**src/rtl/pt_walk_pkg.sv**
```systemverilog
package pt_walk_pkg;
  typedef enum logic [1:0] {S_IDLE, S_L1, S_L2, S_RSP} walk_state_e;
  localparam int unsigned PRESENT_BIT = 0;
  localparam int unsigned RD_BIT      = 1;
  localparam int unsigned WR_BIT      = 2;
endpackage

```
**src/rtl/pt_entry_addr.sv**
```systemverilog
module pt_entry_addr #(
  parameter int unsigned AW       = 32,
  parameter int unsigned IDX_W    = 10,
  parameter logic [AW-1:0] CLR_MASK = '0
) (
  input  logic [AW-1:0]    base_i,
  input  logic [IDX_W-1:0] idx_i,
  output logic [AW-1:0]    addr_o
);
  localparam int unsigned PAD_W = AW - IDX_W - 2;

  assign addr_o = (base_i & ~CLR_MASK) + {{PAD_W{1'b0}}, idx_i, 2'b00};
endmodule

```
**src/rtl/pt_leaf_check.sv**
```systemverilog
module pt_leaf_check
  import pt_walk_pkg::*;
#(
  parameter int unsigned AW      = 32,
  parameter int unsigned OFF_W   = 12,
  parameter int unsigned ATTR_LO = 3,
  parameter int unsigned ATTR_W  = 6
) (
  input  logic [AW-1:0]     entry_i,
  input  logic              write_i,
  input  logic [OFF_W-1:0]  offset_i,
  output logic              fault_o,
  output logic [AW-1:0]     paddr_o,
  output logic [ATTR_W-1:0] attr_o
);
  localparam int unsigned ATTR_HI = ATTR_LO + ATTR_W;

  logic perm_ok;
  logic unused_bits;

  assign unused_bits = ^entry_i[OFF_W-1:ATTR_HI];
  assign perm_ok = write_i ? entry_i[WR_BIT] : entry_i[RD_BIT];
  assign fault_o = !entry_i[PRESENT_BIT] || !perm_ok;
  assign paddr_o = fault_o ? '0 : {entry_i[AW-1:OFF_W], offset_i};
  assign attr_o  = fault_o ? '0 : entry_i[ATTR_LO +: ATTR_W];
endmodule

```
**src/rtl/pt_walker.sv**
```systemverilog
module pt_walker
  import pt_walk_pkg::*;
#(
  parameter int unsigned AW      = 32,
  parameter int unsigned IDX_W   = 10,
  parameter int unsigned OFF_W   = 12,
  parameter int unsigned ATTR_LO = 3,
  parameter int unsigned ATTR_W  = 6
) (
  input  logic              clk_i,
  input  logic              rst_ni,
  input  logic              req_valid_i,
  output logic              req_ready_o,
  input  logic [AW-1:0]     req_vaddr_i,
  input  logic              req_write_i,
  input  logic [AW-1:0]     dir_base_i,
  output logic              mem_rd_o,
  output logic [AW-1:0]     mem_addr_o,
  input  logic              mem_rvalid_i,
  input  logic [AW-1:0]     mem_rdata_i,
  output logic              rsp_valid_o,
  output logic              rsp_fault_o,
  output logic [AW-1:0]     rsp_paddr_o,
  output logic [ATTR_W-1:0] rsp_attr_o,
  output logic [AW-1:0]     fault_vaddr_o,
  output logic              fault_write_o
);
  localparam logic [AW-1:0] DIR_CLR = AW'((64'd1 << OFF_W) - 1);
  localparam logic [AW-1:0] L2_CLR  = AW'(1);

  walk_state_e state_q;
  logic [AW-1:0] va_q, dir_q, l2_base_q;
  logic          wr_q;
  logic [AW-1:0] l1_addr, l2_addr;
  logic          leaf_fault;
  logic [AW-1:0] leaf_paddr;
  logic [ATTR_W-1:0] leaf_attr;

  pt_entry_addr #(.AW(AW), .IDX_W(IDX_W), .CLR_MASK(DIR_CLR)) u_l1_addr (
    .base_i(dir_q), .idx_i(va_q[AW-1 -: IDX_W]), .addr_o(l1_addr)
  );

  pt_entry_addr #(.AW(AW), .IDX_W(IDX_W), .CLR_MASK(L2_CLR)) u_l2_addr (
    .base_i(l2_base_q), .idx_i(va_q[OFF_W +: IDX_W]), .addr_o(l2_addr)
  );

  pt_leaf_check #(.AW(AW), .OFF_W(OFF_W), .ATTR_LO(ATTR_LO), .ATTR_W(ATTR_W)) u_leaf (
    .entry_i(mem_rdata_i), .write_i(wr_q), .offset_i(va_q[OFF_W-1:0]),
    .fault_o(leaf_fault), .paddr_o(leaf_paddr), .attr_o(leaf_attr)
  );

  assign req_ready_o = (state_q == S_IDLE);
  assign mem_rd_o    = (state_q == S_L1) || (state_q == S_L2);
  assign mem_addr_o  = (state_q == S_L2) ? l2_addr : l1_addr;
  assign rsp_valid_o = (state_q == S_RSP);

  always_ff @(posedge clk_i or negedge rst_ni) begin
    if (!rst_ni) begin
      state_q       <= S_IDLE;
      va_q          <= '0;
      wr_q          <= 1'b0;
      dir_q         <= '0;
      l2_base_q     <= '0;
      rsp_fault_o   <= 1'b0;
      rsp_paddr_o   <= '0;
      rsp_attr_o    <= '0;
      fault_vaddr_o <= '0;
      fault_write_o <= 1'b0;
    end else begin
      unique case (state_q)
        S_IDLE: if (req_valid_i) begin
          va_q    <= req_vaddr_i;
          wr_q    <= req_write_i;
          dir_q   <= dir_base_i;
          state_q <= S_L1;
        end
        S_L1: if (mem_rvalid_i) begin
          if (!mem_rdata_i[PRESENT_BIT]) begin
            rsp_fault_o   <= 1'b1;
            rsp_paddr_o   <= '0;
            rsp_attr_o    <= '0;
            fault_vaddr_o <= va_q;
            fault_write_o <= wr_q;
            state_q       <= S_RSP;
          end else begin
            l2_base_q <= mem_rdata_i;
            state_q   <= S_L2;
          end
        end
        S_L2: if (mem_rvalid_i) begin
          rsp_fault_o <= leaf_fault;
          rsp_paddr_o <= leaf_paddr;
          rsp_attr_o  <= leaf_attr;
          if (leaf_fault) begin
            fault_vaddr_o <= va_q;
            fault_write_o <= wr_q;
          end
          state_q <= S_RSP;
        end
        default: state_q <= S_IDLE;
      endcase
    end
  end

  a_r8_single_pulse: assert property (@(posedge clk_i) disable iff (!rst_ni)
    rsp_valid_o |=> !rsp_valid_o);

  a_r8_busy_not_ready: assert property (@(posedge clk_i) disable iff (!rst_ni)
    (mem_rd_o || rsp_valid_o) |-> !req_ready_o);

  a_r8_read_held: assert property (@(posedge clk_i) disable iff (!rst_ni)
    (mem_rd_o && !mem_rvalid_i) |=> (mem_rd_o && $stable(mem_addr_o)));

  a_r6_fault_zero: assert property (@(posedge clk_i) disable iff (!rst_ni)
    (rsp_valid_o && rsp_fault_o) |-> (rsp_paddr_o == '0 && rsp_attr_o == '0));

  a_r7_hold_on_ok: assert property (@(posedge clk_i) disable iff (!rst_ni)
    (rsp_valid_o && !rsp_fault_o) |-> ($stable(fault_vaddr_o) && $stable(fault_write_o)));

  a_r2_l1_fault_ends: assert property (@(posedge clk_i) disable iff (!rst_ni)
    (state_q == S_L1 && mem_rvalid_i && !mem_rdata_i[PRESENT_BIT])
      |=> (rsp_valid_o && rsp_fault_o));
endmodule

```
**config.mk**
```make
export PLATFORM = sky130hd
export DESIGN_NAME = pt_walker
export DESIGN_NICKNAME = d
export VERILOG_FILES = /design/src/rtl/pt_walk_pkg.sv /design/src/rtl/pt_entry_addr.sv /design/src/rtl/pt_leaf_check.sv /design/src/rtl/pt_walker.sv
export SDC_FILE = /design/constraint.sdc
export NUM_CORES = 1
export LEC_CHECK = 0
export BUFFER_PORTS_ARGS = -buffer_cell sky130_fd_sc_hd__buf_4
export CORE_MARGIN = 4
export CORE_UTILIZATION = 58
export CTS_BUF_LIST = sky130_fd_sc_hd__clkbuf_8
export DETAILED_ROUTE_END_ITERATION = 12
export GPL_ROUTABILITY_DRIVEN = 0
export HOLD_SLACK_MARGIN = 0.08
export PLACE_DENSITY = 0.87
export SLEW_MARGIN = 25
export SYNTH_ARGS = -nofsm -noshare
export SYNTH_HDL_FRONTEND = slang
export SYNTH_SLANG_ARGS = --single-unit
```
**constraint.sdc**
```tcl
create_clock -name clk_i -period 6.6 [get_ports clk_i]
set_input_delay 0.33 -clock clk_i [delete_from_list [all_inputs] [get_ports clk_i]]
set_output_delay 0.33 -clock clk_i [all_outputs]
set_load 0.01 [all_outputs]
```
==> out/summary.txt <==
Commonest non-fill, non-tap cells in the layout -> 194 x buf_4, 158 x dfrtp_1, 127 x mux2_2
FF+latch count, synth -> 158
Ys Warns -> 0
Kind of critical path -> reg -> out
Max clock buf depth -> 2
MaxCap Viol Count -> 0
Vias -> 5250
Via density -> 5.77
Avg Cell Area, Syn -> 13.0 sq um
Routed len/inst -> 19.9 um
Final Setup Violations -> 0
First-pass GRT wire length -> 28500 um
Ys async rst share -> 1.00
Nets -> 866
Leak -> 0.00434 uW
Biggest cell delay along the critical path -> 0.70 ns
Core area -> 12000 sq um
Critical-path cell list -> ha_1 -> fa_1 -> a211o_1 -> nor4b_1 -> a211oi_2 -> nor4b_1 -> xnor2_1 -> a21oi_1 -> buf_4
HP Start -> mem_rdata_i[18]
Largest net degree at the start of global routing -> 83
HP Class -> in -> reg
CP Launch Type -> register
Tot GR Track Use -> 0.259
Pins over their slew limit -> 0
Fmax -> 265 MHz
Slew margin rel. -> 0.335
Worst-path clk slew -> 0.08 ns
Worst r2r src -> state_q[0]$_DFFE_PN0P_
Fill cells -> 724
Synth Instances -> 541
Row cnt -> 40
Post-route standard cell area excluding fillers -> 9230 sq um
Cell variety after synth -> 46
Antenna Nets Post-Route -> 0
Hpwl dp -> 12300 um
Top cell family by delay on the critical path -> compound AO/OA/AOI/OAI gates
Remaining global-route overflow -> 0
Initial DRT Pass Iterations -> 4
Commonest non-fill, non-tap cell in the layout -> buf_4
Initial DRC count -> 295
Syn nets -> 657
Die W -> 118 um
Placed instance area -> 8620 sq um
Minimum clock period -> 3.77 ns
Worst slack, placed -> 2.45 ns
Share of post-route cells with drive strength above 1 -> 0.473
Residual DRC -> 0
Port Buffers -> 194
Worst-margin pin slew -> 0.996 ns
Inserted Clock Buffers -> 17
Critical Path End Type -> output port
Buf/Inv on CP -> 1
Power per cell area -> 515 nW/um^2
Multi-input logic area -> 2990 sq um
H-tree depth -> 4
Sequential cell area -> 3950 sq um
Most used cell along the critical path -> nor4b_1
Max IR drop VDD -> 0.000270 V
Required @ worst endpoint -> 6.27 ns
Main synth FF type -> dfrtp_1
Diode count -> 0
Status -> completed
CTS tree -> yes
Clk_lat worst skew -> 0.46 ns
Critical path peak fanout -> 9
Tcrit/Tclk final -> 0.572
Final Worst Setup Slack -> 2.83 ns
# Post-CTS Setup Buffers -> 0
Unrepaired setup endpoints after global routing -> false
Post-Syn Area -> 7060 sq um
CTS root buffer -> clkbuf_8
Initial antenna violation count -> 0
Sinks on Clock Net -> 158
Final hold violations -> 0
Die area -> 14000 sq um
Clock skew -> 0.0165 ns
IO Pins -> 208
CTS Hold Bufs -> 14
P&R area growth vs syn -> 30.9%
Detailed Route WL -> 18100 um
Vias in the first global route -> 5638
Die span in y -> 118 um
Post-synth EDFFs -> 0
Register area share after synthesis -> 0.560
Initial Util -> 0.590
Crit. Startpoint -> va_q[12]$_DFFE_PN0P_
Setup_tns -> 0 ns
Data arrival, critical path -> 3.44 ns
PostCTS Resize Cnt -> 0
CP max stage cell -> a211oi_2
==> kinds of logic after synthesis <==
group,count (synthesis),share of synthesized area
flip-flops,158,0.560
multiplexers,127,0.203
adder cells (fa/ha/maj),15,0.0277
AO/OA/AOI/OAI,101,0.104
buffers and inverters,36,0.0211
other,1,0.000531
AND/OR/NAND/NOR,79,0.0537
XOR/XNOR,24,0.0298
==> cell usage after synthesis (all sizes together), types with 5 or more instances <==
cell type,n,share of area
nor3,5,0.0035
buf,10,0.0073
a22o,38,0.047
dfrtp,158,0.56
xor2,10,0.012
nor2,30,0.016
inv,7,0.0037
xnor2,14,0.017
nand2,15,0.0080
a21oi,27,0.019
o21ai,9,0.0064
o211ai,5,0.0053
ha,14,0.025
nand3,10,0.0071
mux2,127,0.20
clkbuf,19,0.010
==> through the flow <==
step	power, uW	hold slack [ns]	std cells	utilization
floorplan	3080	0.0344	541	-
detailed placement	4070	0.396	855	0.720
finish	4750	0.0959	910	0.772
global placement	3970	0.381	855	0.720
global route	5070	0.0799	910	0.772
CTS	4750	0.0807	901	0.763
==> layer usage <==
metal	track usage	wire, um	up-vias
met1	0.313	7190	2633
met4	0.108	380	0
met5	0	0	-
met3	0.0923	1400	29
met2	0.424	9100	194
li1	-	-	2394
==> registers in the layout, summed over array words and instances (netlist names) <==
register / cells
dir_q: 20
rsp_paddr_o: 32
fault_write_o: 1
l2_base_q: 31
va_q: 32
state_q: 2
wr_q: 1
rsp_attr_o: 6
rsp_fault_o: 1
fault_vaddr_o: 32
==> final cells by class <==
type / count / share of cell area
Multi-Input combinational cell: 347 / 0.324
Tap cell: 147 / 0.0199
Timing Repair Buffer: 219 / 0.185
Sequential cell: 158 / 0.428
Clock inverter: 12 / 0.0106
Clock buffer: 20 / 0.0298
Inverter: 7 / 0.00285
==> worst paths after layout <==
kind,endpoint,slack (ns),depth (start not counted)
worst max-delay path,mem_addr_o[30],2.83,9
worst min-delay path,rsp_paddr_o[18]$_DFFE_PN0P_,0.1,2
worst max register to register,rsp_paddr_o[11]$_DFFE_PN0P_,2.86,7
worst min register to register,rsp_paddr_o[26]$_DFFE_PN0P_,0.51,1
max in group asynchronous,dir_q[17]$_DFFE_PN0P_,4.94,3
min in group asynchronous,rsp_paddr_o[16]$_DFFE_PN0P_,0.46,2
==> where the power goes <==
group / switching (uW) / total (uW) / internal, uW
clock network: 351 / 674 / 322
logic: 1120 / 2350 / 1230
registers: 328 / 1730 / 1400
Note: power is estimated with default switching activity, not from simulation.
